===== config.mk =====
export PLATFORM = sky130hd
export DESIGN_NAME = multi_reset_ctrl
export DESIGN_NICKNAME = d
export VERILOG_FILES = /design/src/rtl/rstc_pkg.sv /design/src/rtl/rstc_pin_filter.sv /design/src/rtl/rstc_stretch.sv /design/src/rtl/rstc_boot_seq.sv /design/src/rtl/multi_reset_ctrl.sv
export SDC_FILE = /design/constraint.sdc
export NUM_CORES = 1
export LEC_CHECK = 0
export BUFFER_PORTS_ARGS = -buffer_cell sky130_fd_sc_hd__buf_2
export CAP_MARGIN = 20
export CORE_AREA = 2 2 61 63
export DETAILED_ROUTE_END_ITERATION = 6
export DIE_AREA = 0 0 63 65
export PLACE_DENSITY = 0.79
export SETUP_SLACK_MARGIN = 0.3
export SYNTH_ARGS = -nofsm -noshare
export SYNTH_HDL_FRONTEND = slang
export SYNTH_HIERARCHICAL = 1
export SYNTH_SLANG_ARGS = --single-unit

===== constraint.sdc =====
create_clock -name clk_i -period 2.3 [get_ports clk_i]
set_clock_uncertainty 0.2 [all_clocks]
set_input_delay 0.46 -clock clk_i [delete_from_list [all_inputs] [get_ports clk_i]]
set_output_delay 0.46 -clock clk_i [all_outputs]
set_load 0.02 [all_outputs]

===== src/rtl/rstc_pkg.sv =====
package rstc_pkg;
  localparam int NSRC = 4;
  typedef enum logic [1:0] {SRC_EXT = 2'd0, SRC_POR = 2'd1, SRC_WDT = 2'd2, SRC_SMR = 2'd3} src_e;

  function automatic logic [NSRC-1:0] src_bit(src_e s);
    logic [NSRC-1:0] v;
    v = '0;
    v[s] = 1'b1;
    return v;
  endfunction
endpackage


===== src/rtl/rstc_pin_filter.sv =====
module rstc_pin_filter #(
  parameter int SYNC_STAGES = 2,
  parameter int FILT_CNT    = 4
) (
  input  logic clk_i,
  input  logic rst_ni,
  input  logic pin_ni,
  input  logic clr_i,
  output logic low_o,
  output logic trig_o
);
  localparam int CW = $clog2(FILT_CNT + 1);

  logic [SYNC_STAGES-1:0] sync_q;
  logic [CW-1:0]          cnt_q;

  for (genvar i = 0; i < SYNC_STAGES; i++) begin : g_sync
    if (i == 0) begin : g_first
      always_ff @(posedge clk_i or negedge rst_ni)
        if (!rst_ni) sync_q[0] <= 1'b1;
        else         sync_q[0] <= pin_ni;
    end else begin : g_next
      always_ff @(posedge clk_i or negedge rst_ni)
        if (!rst_ni) sync_q[i] <= 1'b1;
        else         sync_q[i] <= sync_q[i-1];
    end
  end

  assign low_o = ~sync_q[SYNC_STAGES-1];

  // counts consecutive low samples; any high sample or active reset clears it
  always_ff @(posedge clk_i or negedge rst_ni) begin
    if (!rst_ni)                       cnt_q <= '0;
    else if (clr_i || !low_o)          cnt_q <= '0;
    else if (cnt_q != CW'(FILT_CNT))   cnt_q <= cnt_q + 1'b1;
  end

  // latch on the sample after FILT_CNT lows
  assign trig_o = low_o && !clr_i && (cnt_q == CW'(FILT_CNT));

  assert_filter_run_R1: assert property (@(posedge clk_i) disable iff (!rst_ni)
    trig_o |-> ($past(low_o) && $past(low_o, 2) && $past(low_o, 3)));
endmodule


===== src/rtl/rstc_stretch.sv =====
module rstc_stretch
  import rstc_pkg::*;
#(
  parameter int HOLD_CYC = 18,
  parameter int POR_CYC  = 24
) (
  input  logic            clk_i,
  input  logic            rst_ni,
  input  logic            ext_trig_i,
  input  logic            ext_low_i,
  input  logic            por_i,
  input  logic            wdt_i,
  input  logic            smr_i,
  output logic            core_rst_o,
  output logic            pin_oe_o,
  output logic [NSRC-1:0] cause_o
);
  localparam int HW = $clog2(HOLD_CYC + 1);
  localparam int PW = $clog2(POR_CYC + 1);
  localparam int RW = $clog2(HOLD_CYC + 2) + 1;

  logic            rst_q, oe_q;
  logic [HW-1:0]   hold_q;
  logic [PW-1:0]   drv_q;
  logic [NSRC-1:0] cause_q;
  logic            start, drive;
  src_e            src;

  always_comb begin
    start = 1'b0;
    drive = 1'b0;
    src   = SRC_EXT;
    if (por_i) begin
      start = 1'b1; drive = 1'b1; src = SRC_POR;
    end else if (!rst_q) begin
      if (wdt_i) begin
        start = 1'b1; drive = 1'b1; src = SRC_WDT;
      end else if (smr_i) begin
        start = 1'b1; src = SRC_SMR;
      end else if (ext_trig_i) begin
        start = 1'b1; src = SRC_EXT;
      end
    end
  end

  always_ff @(posedge clk_i or negedge rst_ni) begin
    if (!rst_ni) begin
      rst_q   <= 1'b1;
      hold_q  <= HW'(HOLD_CYC);
      oe_q    <= 1'b0;
      drv_q   <= '0;
      cause_q <= '0;
    end else if (start) begin
      rst_q   <= 1'b1;
      hold_q  <= HW'(HOLD_CYC - 1);
      cause_q <= src_bit(src);
      if (drive) begin
        oe_q  <= 1'b1;
        drv_q <= PW'(POR_CYC - 1);
      end
    end else if (rst_q) begin
      if (hold_q != '0) hold_q <= hold_q - 1'b1;
      if (oe_q) begin
        if (drv_q == '0) oe_q  <= 1'b0;
        else             drv_q <= drv_q - 1'b1;
      end
      if (hold_q == '0 && !oe_q && !ext_low_i) rst_q <= 1'b0;
    end
  end

  assign core_rst_o = rst_q;
  assign pin_oe_o   = oe_q;
  assign cause_o    = cause_q;

  // length of the current reset, for the minimum-hold check
  logic [RW-1:0] run_q;
  always_ff @(posedge clk_i or negedge rst_ni) begin
    if (!rst_ni)           run_q <= RW'(1);
    else if (!rst_q)       run_q <= RW'(1);
    else if (run_q != '1)  run_q <= run_q + 1'b1;
  end

  assert_min_hold_R3: assert property (@(posedge clk_i) disable iff (!rst_ni)
    $fell(rst_q) |-> ($past(run_q) >= RW'(HOLD_CYC)));
  assert_oe_in_rst_R4: assert property (@(posedge clk_i) disable iff (!rst_ni)
    oe_q |-> rst_q);
  assert_por_restart_R5: assert property (@(posedge clk_i) disable iff (!rst_ni)
    por_i |=> (rst_q && oe_q && cause_q == src_bit(SRC_POR)));
  assert_busy_ignore_R5: assert property (@(posedge clk_i) disable iff (!rst_ni)
    (rst_q && !por_i) |=> $stable(cause_q));
  assert_wdt_rank_R6: assert property (@(posedge clk_i) disable iff (!rst_ni)
    (!rst_q && wdt_i && !por_i) |=> (cause_q == src_bit(SRC_WDT) && oe_q));
  assert_cause_onehot_R7: assert property (@(posedge clk_i) disable iff (!rst_ni)
    $onehot0(cause_q));
  assert_smr_no_drive_R8: assert property (@(posedge clk_i) disable iff (!rst_ni)
    (smr_i && !rst_q && !por_i && !wdt_i) |=> (!oe_q && cause_q == src_bit(SRC_SMR)));
endmodule


===== src/rtl/rstc_boot_seq.sv =====
module rstc_boot_seq #(
  parameter int          FETCH_DLY = 6,
  parameter int          AW        = 16,
  parameter logic [15:0] CORE_VEC  = 16'h000C,
  parameter logic [15:0] COP_VEC   = 16'h0FFC
) (
  input  logic          clk_i,
  input  logic          rst_ni,
  input  logic          core_rst_i,
  input  logic          cop_rst_i,
  output logic          core_fetch_o,
  output logic [AW-1:0] core_vec_o,
  output logic          cop_fetch_o,
  output logic [AW-1:0] cop_vec_o
);
  localparam int FW = $clog2(FETCH_DLY + 1);

  logic          prev_q, armed_q, fetch_q, cop_q;
  logic [FW-1:0] fcnt_q;

  always_ff @(posedge clk_i or negedge rst_ni) begin
    if (!rst_ni) begin
      prev_q  <= 1'b1;
      armed_q <= 1'b0;
      fetch_q <= 1'b0;
      fcnt_q  <= '0;
      cop_q   <= 1'b1;
    end else begin
      prev_q  <= core_rst_i;
      cop_q   <= cop_rst_i;
      fetch_q <= 1'b0;
      if (core_rst_i) begin
        armed_q <= 1'b0;
      end else if (prev_q) begin
        // first edge after release: one cycle of the delay already spent
        armed_q <= 1'b1;
        fcnt_q  <= FW'(FETCH_DLY - 2);
      end else if (armed_q) begin
        if (fcnt_q == '0) begin
          fetch_q <= 1'b1;
          armed_q <= 1'b0;
        end else begin
          fcnt_q <= fcnt_q - 1'b1;
        end
      end
    end
  end

  assign core_fetch_o = fetch_q;
  assign core_vec_o   = fetch_q ? AW'(CORE_VEC) : '0;
  assign cop_fetch_o  = cop_q & ~cop_rst_i;
  assign cop_vec_o    = cop_fetch_o ? AW'(COP_VEC) : '0;

  assert_core_fetch_gap_R9: assert property (@(posedge clk_i) disable iff (!rst_ni)
    core_fetch_o |-> ($past(core_rst_i, FETCH_DLY + 1) && !$past(core_rst_i, FETCH_DLY)));
  assert_core_fetch_vec_R9: assert property (@(posedge clk_i) disable iff (!rst_ni)
    core_fetch_o |-> (!core_rst_i && core_vec_o == AW'(CORE_VEC)));
  assert_cop_fetch_R11: assert property (@(posedge clk_i) disable iff (!rst_ni)
    cop_fetch_o |-> ($past(cop_rst_i) && !cop_rst_i && cop_vec_o == AW'(COP_VEC)));
endmodule


===== src/rtl/multi_reset_ctrl.sv =====
module multi_reset_ctrl
  import rstc_pkg::*;
#(
  parameter int          SYNC_STAGES = 2,
  parameter int          FILT_CNT    = 4,
  parameter int          HOLD_CYC    = 18,
  parameter int          POR_CYC     = 24,
  parameter int          FETCH_DLY   = 6,
  parameter int          AW          = 16,
  parameter logic [15:0] CORE_VEC    = 16'h000C,
  parameter logic [15:0] COP_VEC     = 16'h0FFC
) (
  input  logic            clk_i,
  input  logic            rst_ni,
  input  logic            pin_ni,
  input  logic            por_i,
  input  logic            wdt_i,
  input  logic            smr_i,
  output logic            pin_oe_o,
  output logic            core_rst_o,
  output logic            cop_rst_o,
  output logic [NSRC-1:0] cause_o,
  output logic            preserve_o,
  output logic            core_fetch_o,
  output logic [AW-1:0]   core_vec_o,
  output logic            cop_fetch_o,
  output logic [AW-1:0]   cop_vec_o
);
  logic ext_low, ext_trig, core_rst;

  rstc_pin_filter #(.SYNC_STAGES(SYNC_STAGES), .FILT_CNT(FILT_CNT)) u_filter (
    .clk_i  (clk_i),
    .rst_ni (rst_ni),
    .pin_ni (pin_ni),
    .clr_i  (core_rst),
    .low_o  (ext_low),
    .trig_o (ext_trig)
  );

  rstc_stretch #(.HOLD_CYC(HOLD_CYC), .POR_CYC(POR_CYC)) u_stretch (
    .clk_i      (clk_i),
    .rst_ni     (rst_ni),
    .ext_trig_i (ext_trig),
    .ext_low_i  (ext_low),
    .por_i      (por_i),
    .wdt_i      (wdt_i),
    .smr_i      (smr_i),
    .core_rst_o (core_rst),
    .pin_oe_o   (pin_oe_o),
    .cause_o    (cause_o)
  );

  assign core_rst_o = core_rst;
  assign cop_rst_o  = core_rst | ext_low;
  assign preserve_o = cause_o[SRC_SMR];

  rstc_boot_seq #(.FETCH_DLY(FETCH_DLY), .AW(AW), .CORE_VEC(CORE_VEC), .COP_VEC(COP_VEC)) u_boot (
    .clk_i        (clk_i),
    .rst_ni       (rst_ni),
    .core_rst_i   (core_rst),
    .cop_rst_i    (cop_rst_o),
    .core_fetch_o (core_fetch_o),
    .core_vec_o   (core_vec_o),
    .cop_fetch_o  (cop_fetch_o),
    .cop_vec_o    (cop_vec_o)
  );

  assert_ext_two_low_R2: assert property (@(posedge clk_i) disable iff (!rst_ni)
    ($rose(core_rst) && cause_o == src_bit(SRC_EXT)) |-> ($past(ext_low) && $past(ext_low, 2)));
  assert_cop_follows_core_R10: assert property (@(posedge clk_i) disable iff (!rst_ni)
    $rose(core_rst_o) |-> cop_rst_o);
endmodule


Word level (Yosys, flattened, before mapping):

Index checks and enable logic that the tools add are counted.

* logic and storage cells: 95
* latch bits: 0
* bits in read-only memories: 0
* memory bits (writable): 0
* memories kept: 0
* bits in registers: 28
* input port bits: 6
* output and inout bits: 42

* div/mod/pow operators: 0
* shift-type cells: 0
* muxes and demuxes: 45
* equal/unequal tests: 5
* multiply operators: 0
* add/subtract/negate cells: 4
* reductions and logical operators: 21
* $lt $le $gt $ge: 2
* bitwise operators: 5

Operators by type and width (count)
* $mux W5: 8
* $mux W1: 25
* $mux W3: 5
* $mux W12: 1
* $logic_not A5 Y1: 2
* $reduce_bool A2 Y1: 5
* $sub A5 B1 Y5 const B: 2
* $mux W2: 4
* $logic_and A1 B1 Y1: 5
* $reduce_bool A5 Y1: 1
* $mux W4: 1
* $ne A2 B1 Y1 const B: 2
* $reduce_and A2 Y1: 2
* $reduce_and A4 Y1: 1
* $add A3 B1 Y3 const B: 1
* $eq A3 B3 Y1 const B: 1
* $logic_not A3 Y1: 1
* $lt A2 B3 Y1 const B: 1
* $ne A3 B3 Y1 const B: 1
* $not A1 Y1: 3
* $reduce_and A3 Y1: 1
* $sub A3 B1 Y3 const B: 1
* $demux W1 S2: 1
* $ge A2 B1 Y1 const B: 1
* other kinds (5): 6

Logic depth before layout (Yosys ltp):

* depth in word-level cells: 10
* depth in mapped cells: 7
* gate-level depth less buffers: 7

Modules after synthesis:

Netlist, hierarchy kept.

Modules (own cells, without submodules)
* rstc_stretch: seq. area each 404.1 µm², area each 870.8 µm², cells each 89, times used 1
* rstc_boot_seq: seq. area each 177.7 µm², area each 590.6 µm², cells each 63, times used 1
* rstc_pin_filter: seq. area each 127.6 µm², area each 241.5 µm², cells each 21, times used 1
* multi_reset_ctrl: seq. area each 0.0 µm², area each 13.8 µm², cells each 2, times used 1

Worst setup path before layout:

No wires, ideal clock.

* path kind: reg-to-output
* from: register u_filter.sync_q[1]
* to: output port cop_vec_o[10]
* arrival: 1.858 ns
* required time: 1.640 ns
* slack: -0.218 ns
* path buffers: 1
* stages on the path, launching flop included: 5
* cell sequence: dfstp_2 -> inv_1 -> or2_1 -> nor2b_1 -> buf_4

* longest elaborated chain between the ends: 5

RTL lines
* start, declared: RTL line rstc_pin_filter.sv:14 `logic [SYNC_STAGES-1:0] sync_q;`
* start signal, assigned by index: RTL line rstc_pin_filter.sv:25 `else sync_q[i] <= sync_q[i-1];`
* $not A1 Y1: RTL line rstc_pin_filter.sv:29 `assign low_o = ~sync_q[SYNC_STAGES-1];`
* via ext_low: RTL line multi_reset_ctrl.sv:29 `logic ext_low, ext_trig, core_rst;`
* $or A1 B1 Y1: RTL line multi_reset_ctrl.sv:54 `assign cop_rst_o = core_rst | ext_low;`
* via cop_rst_o: RTL line multi_reset_ctrl.sv:21 `output logic cop_rst_o,`
* $not A1 Y1: RTL line rstc_boot_seq.sv:51 `assign cop_fetch_o = cop_q & ~cop_rst_i;`
* $and A1 B1 Y1: RTL line rstc_boot_seq.sv:51
* via cop_fetch_o: RTL line multi_reset_ctrl.sv:26 `output logic cop_fetch_o,`
* $mux W12: RTL line rstc_boot_seq.sv:52 `assign cop_vec_o = cop_fetch_o ? AW'(COP_VEC) : '0;`
* end, declared: RTL line multi_reset_ctrl.sv:27 `output logic [AW-1:0] cop_vec_o`

The timed path passes the listed nets, and every way through them passes these cells.

Worst setup path in the final report:

* from: register u_filter.sync_q[1]
* to: output port cop_vec_o[8]

* longest elaborated chain between the ends: 5

RTL lines (RTL line)
* $not A1 Y1: rstc_pin_filter.sv:29
* via ext_low: multi_reset_ctrl.sv:29
* $or A1 B1 Y1: multi_reset_ctrl.sv:54
* $not A1 Y1: rstc_boot_seq.sv:51
* $and A1 B1 Y1: rstc_boot_seq.sv:51
* $mux W12: rstc_boot_seq.sv:52

The timed path passes the listed nets, and every way through them passes these cells.

==> PnR_summary.wiki <==
{| class="wikitable"
! Metric !! Value
|-
| Initial antenna violation count || 0
|-
| Die area || roughly 4000 µm²
|-
| DP Worst Slack || between 300 and 400 ps
|-
| Height of the die || between 60 and 70 µm
|-
| Worst vdd rail ir drop || 196.3 µV
|-
| Power Density || ~460 nW/µm²
|-
| Total placed instance area || 1748 µm²
|-
| Level count of the clock H-tree || 1
|-
| Area growth from synthesis to layout || 15.23%
|-
| Dominant synthesized flop cell || sky130_fd_sc_hd__dfrtp_1
|-
| Filler cells || 331
|-
| Final critical-path required period || 2215 ps
|-
| Number of instances in the synthesized netlist || 175
|-
| Number of enable flip-flop cells after synthesis || 0
|-
| Slew headroom || between 50% and 60%
|-
| Worst Path Required || 1640 ps
|-
| Slew at the pin with the worst max-slew slack || around 630 ps
|-
| Clock root buffer || sky130_fd_sc_hd__clkbuf_4
|-
| Number of pins with negative max-slew slack in the final report || 0
|-
| Combined area of all synthesized cells || about 1700 µm²
|-
| Combined buffer and inverter count along the critical path || 2
|-
| Cell count along the critical path || 4
|-
| Worst-skew pair later-pin latency || 330 ps
|-
| Count of endpoints failing hold in the final timing report || 0
|-
| Most frequently used cell type in the post-synthesis netlist || sky130_fd_sc_hd__buf_4
|-
| Slowest cell on the critical path || sky130_fd_sc_hd__dfstp_2
|-
| Remaining DRCs || 0
|-
| Highest cell delay on the worst timing path || roughly 570 ps
|-
| Via density per instance || 5.104
|-
| Proportion of netlist area held by the largest area contributor || 30.61%
|-
| Run status || finished, final reports clean
|-
| Clock-pin slew on the worst setup and hold paths || 140 ps
|-
| Family with the most delay on the worst path || flip-flops
|-
| Max-cap violation count || 0
|-
| Buffers added on ports || 27
|-
| Wirelength, routed || 3164 µm
|-
| Reg2Reg Depth || 5
|-
| Die boundary width || 63 µm
|-
| Final setup slack of the worst path || 85.14 ps
|-
| Classification of the worst setup path || reg2out
|-
| TritonCTS clock tree || done
|-
| Share of the yosys chip area belonging to registers || roughly two fifths
|-
| Most area-consuming cells after synthesis || sky130_fd_sc_hd__dfrtp_1 31%, sky130_fd_sc_hd__buf_4 14%, sky130_fd_sc_hd__dfstp_2 11%
|-
| Final sum of negative setup slack || 0 ps
|-
| Layout cell share with drive strength beyond 1 || a little under two fifths
|-
| Seq cells post-synth || 28
|-
| Worst-path maximum fanout || 5
|-
| Sink Count || 28
|-
| Starting utilization of the core area || 49.11%
|-
| Static leakage power || 0.8796 nW
|-
| Maximum clock insertion buffer count || 2
|-
| Post-Route Hold Slack || 177.8 ps
|-
| Cts bufs inserted || 3
|-
| Total inserted antenna cells || 0
|-
| Worst Hold Class || reg2reg
|-
| Worst endpoint data arrival time || 1550 ps
|-
| Tot GR Track Use || 15.54%
|-
| Post-route insts no fill || 250
|-
| Pin count of the biggest net entering global routing || 29
|-
| Final RePlAce weighted congestion || 0.7720
|-
| Finished layout cell area || between 1500 and 2000 µm²
|-
| Post-layout net count || 215
|-
| Max frequency || 451.5 MHz
|-
| Synth warn || 6
|-
| Final Core Density || between 50% and 60%
|-
| Cell breakdown of the critical path || inv_2 -> or2_4 -> nor2b_4 -> buf_6
|-
| RSZ-0062 raised after global routing || yes
|-
| Vias in the first global route || 1,175
|-
| Crit. End Element || output port
|-
| Total congestion overflow after global routing || 0
|-
| Cell count after placement || 235
|-
| Synth area leader || sky130_fd_sc_hd__dfrtp_1
|-
| Async set-reset flop share out of synthesis || 100.0%
|-
| Placeable core region || 3496 µm²
|-
| Final antenna-violating net count || 0
|-
| DPL Wire Length || 2064 µm
|-
| Number of placement rows || 22
|-
| I/O pin count || 48
|-
| Drt pass-1 iters || 4
|-
| List of most frequent post-synthesis cells || 33 x sky130_fd_sc_hd__buf_4, 21 x sky130_fd_sc_hd__dfrtp_1, 13 x sky130_fd_sc_hd__inv_1
|-
| Overall Power || 905.4 µW
|-
| Worst Setup Start Kind || register
|-
| Final cycle utilization of the critical path || 96.30%
|-
| First-pass GRT wire length || 5071 µm
|-
| Total number of vias || 1,276
|-
| Count of different cell masters after synthesis || 47
|-
| # setup viols final || 0
|-
| Number of design-rule violations left by the first detailed-router iteration || 19
|-
| Routed wire per std cell || ~13 µm
|-
| Worst hold path cell count || 0
|-
| Average cell area after synthesis || 9.809 µm²
|}
==> cell families (layout without fill, tap and decap cells) <==
group	after synthesis	in the layout	synth area share (%)
and+or+nand+nor	59	60	21.50
adders and majority gates	6	6	4.373
other	1	20	0.2184
AOI/OAI and AO/OA	32	32	14.58
DFF	28	28	41.33
buffers and inverters	49	56	18.00
==> power by group <==
group	internal, mW	switching, mW
Sequential	0.518	0.0207
Clock	0.0969	0.145
Combinational	0.0470	0.0783
Total	0.662	0.244
==> area by class of cell <==
| class | instances | area [µm²] | area share (%) |
|---|---|---|---|
| well taps | 48 | 60.06 | 3.036 |
| inverters | 13 | 48.80 | 2.467 |
| repair buffers | 39 | 294.0 | 14.86 |
| clock buffers | 4 | 36.28 | 1.834 |
| multi-input cells | 118 | 829.5 | 41.94 |
| flip-flops and latches | 28 | 709.4 | 35.86 |
==> placed cells by master (no fill, tap or decap), types with 5 or more instances in the layout <==
cell type                   n
sky130_fd_sc_hd__buf_4     13
sky130_fd_sc_hd__nor2_1    10
sky130_fd_sc_hd__buf_2     15
sky130_fd_sc_hd__nand3_1    7
sky130_fd_sc_hd__inv_1     11
sky130_fd_sc_hd__conb_1    20
sky130_fd_sc_hd__nor3_1     6
sky130_fd_sc_hd__dfstp_2    7
sky130_fd_sc_hd__dfrtp_1   21
sky130_fd_sc_hd__buf_6      9
sky130_fd_sc_hd__ha_1       5
sky130_fd_sc_hd__nand2_1   10
sky130_fd_sc_hd__nand2b_1   6
==> metal layers <==
layer | global-route usage, % | share of wire (%)
met2 | 26.20 | 49
met5 | 0 | 0
met3 | 2.083 | 4.8
met4 | 6.389 | 0.60
met1 | 20.13 | 45
==> sequential cells by signal, summed over array words and instances (netlist names) <==
signal	count
u_filter/cnt_q	3
u_stretch/core_rst_o	1
u_boot/core_fetch_o	1
u_stretch/hold_q	5
u_boot/cop_q	1
u_boot/armed_q	1
u_filter/sync_q	2
u_boot/fcnt_q	3
u_stretch/drv_q	5
u_stretch/pin_oe_o	1
u_stretch/cause_o	4
u_boot/prev_q	1
==> path summary, 6_finish.rpt <==
kind / start / to / slack [ps]
worst max-delay path: u_filter/sync_q[1] / cop_vec_o[8] / 90
max in group asynchronous: rst_ni / u_stretch/drv_q[2] / 1040
worst max register to register: u_stretch/hold_q[1] / u_stretch/hold_q[1] / 370
worst min-delay path: u_filter/sync_q[0] / u_filter/sync_q[1] / 180
worst min register to register: u_filter/sync_q[0] / u_filter/sync_q[1] / 180
min in group asynchronous: rst_ni / u_stretch/hold_q[0] / 450
==> what timing repair did <==
item | CTS | global route
pin swaps | 0 | 1
resized for setup | 7 | 27
setup buffers | 6 | 2
gates cloned | 1 | 0
hold buffers | 1 | 1
endpoints found under the hold margin | 21 | 1
setup endpoints to repair | 14 | 18
Power figures use the tool's default switching activity.
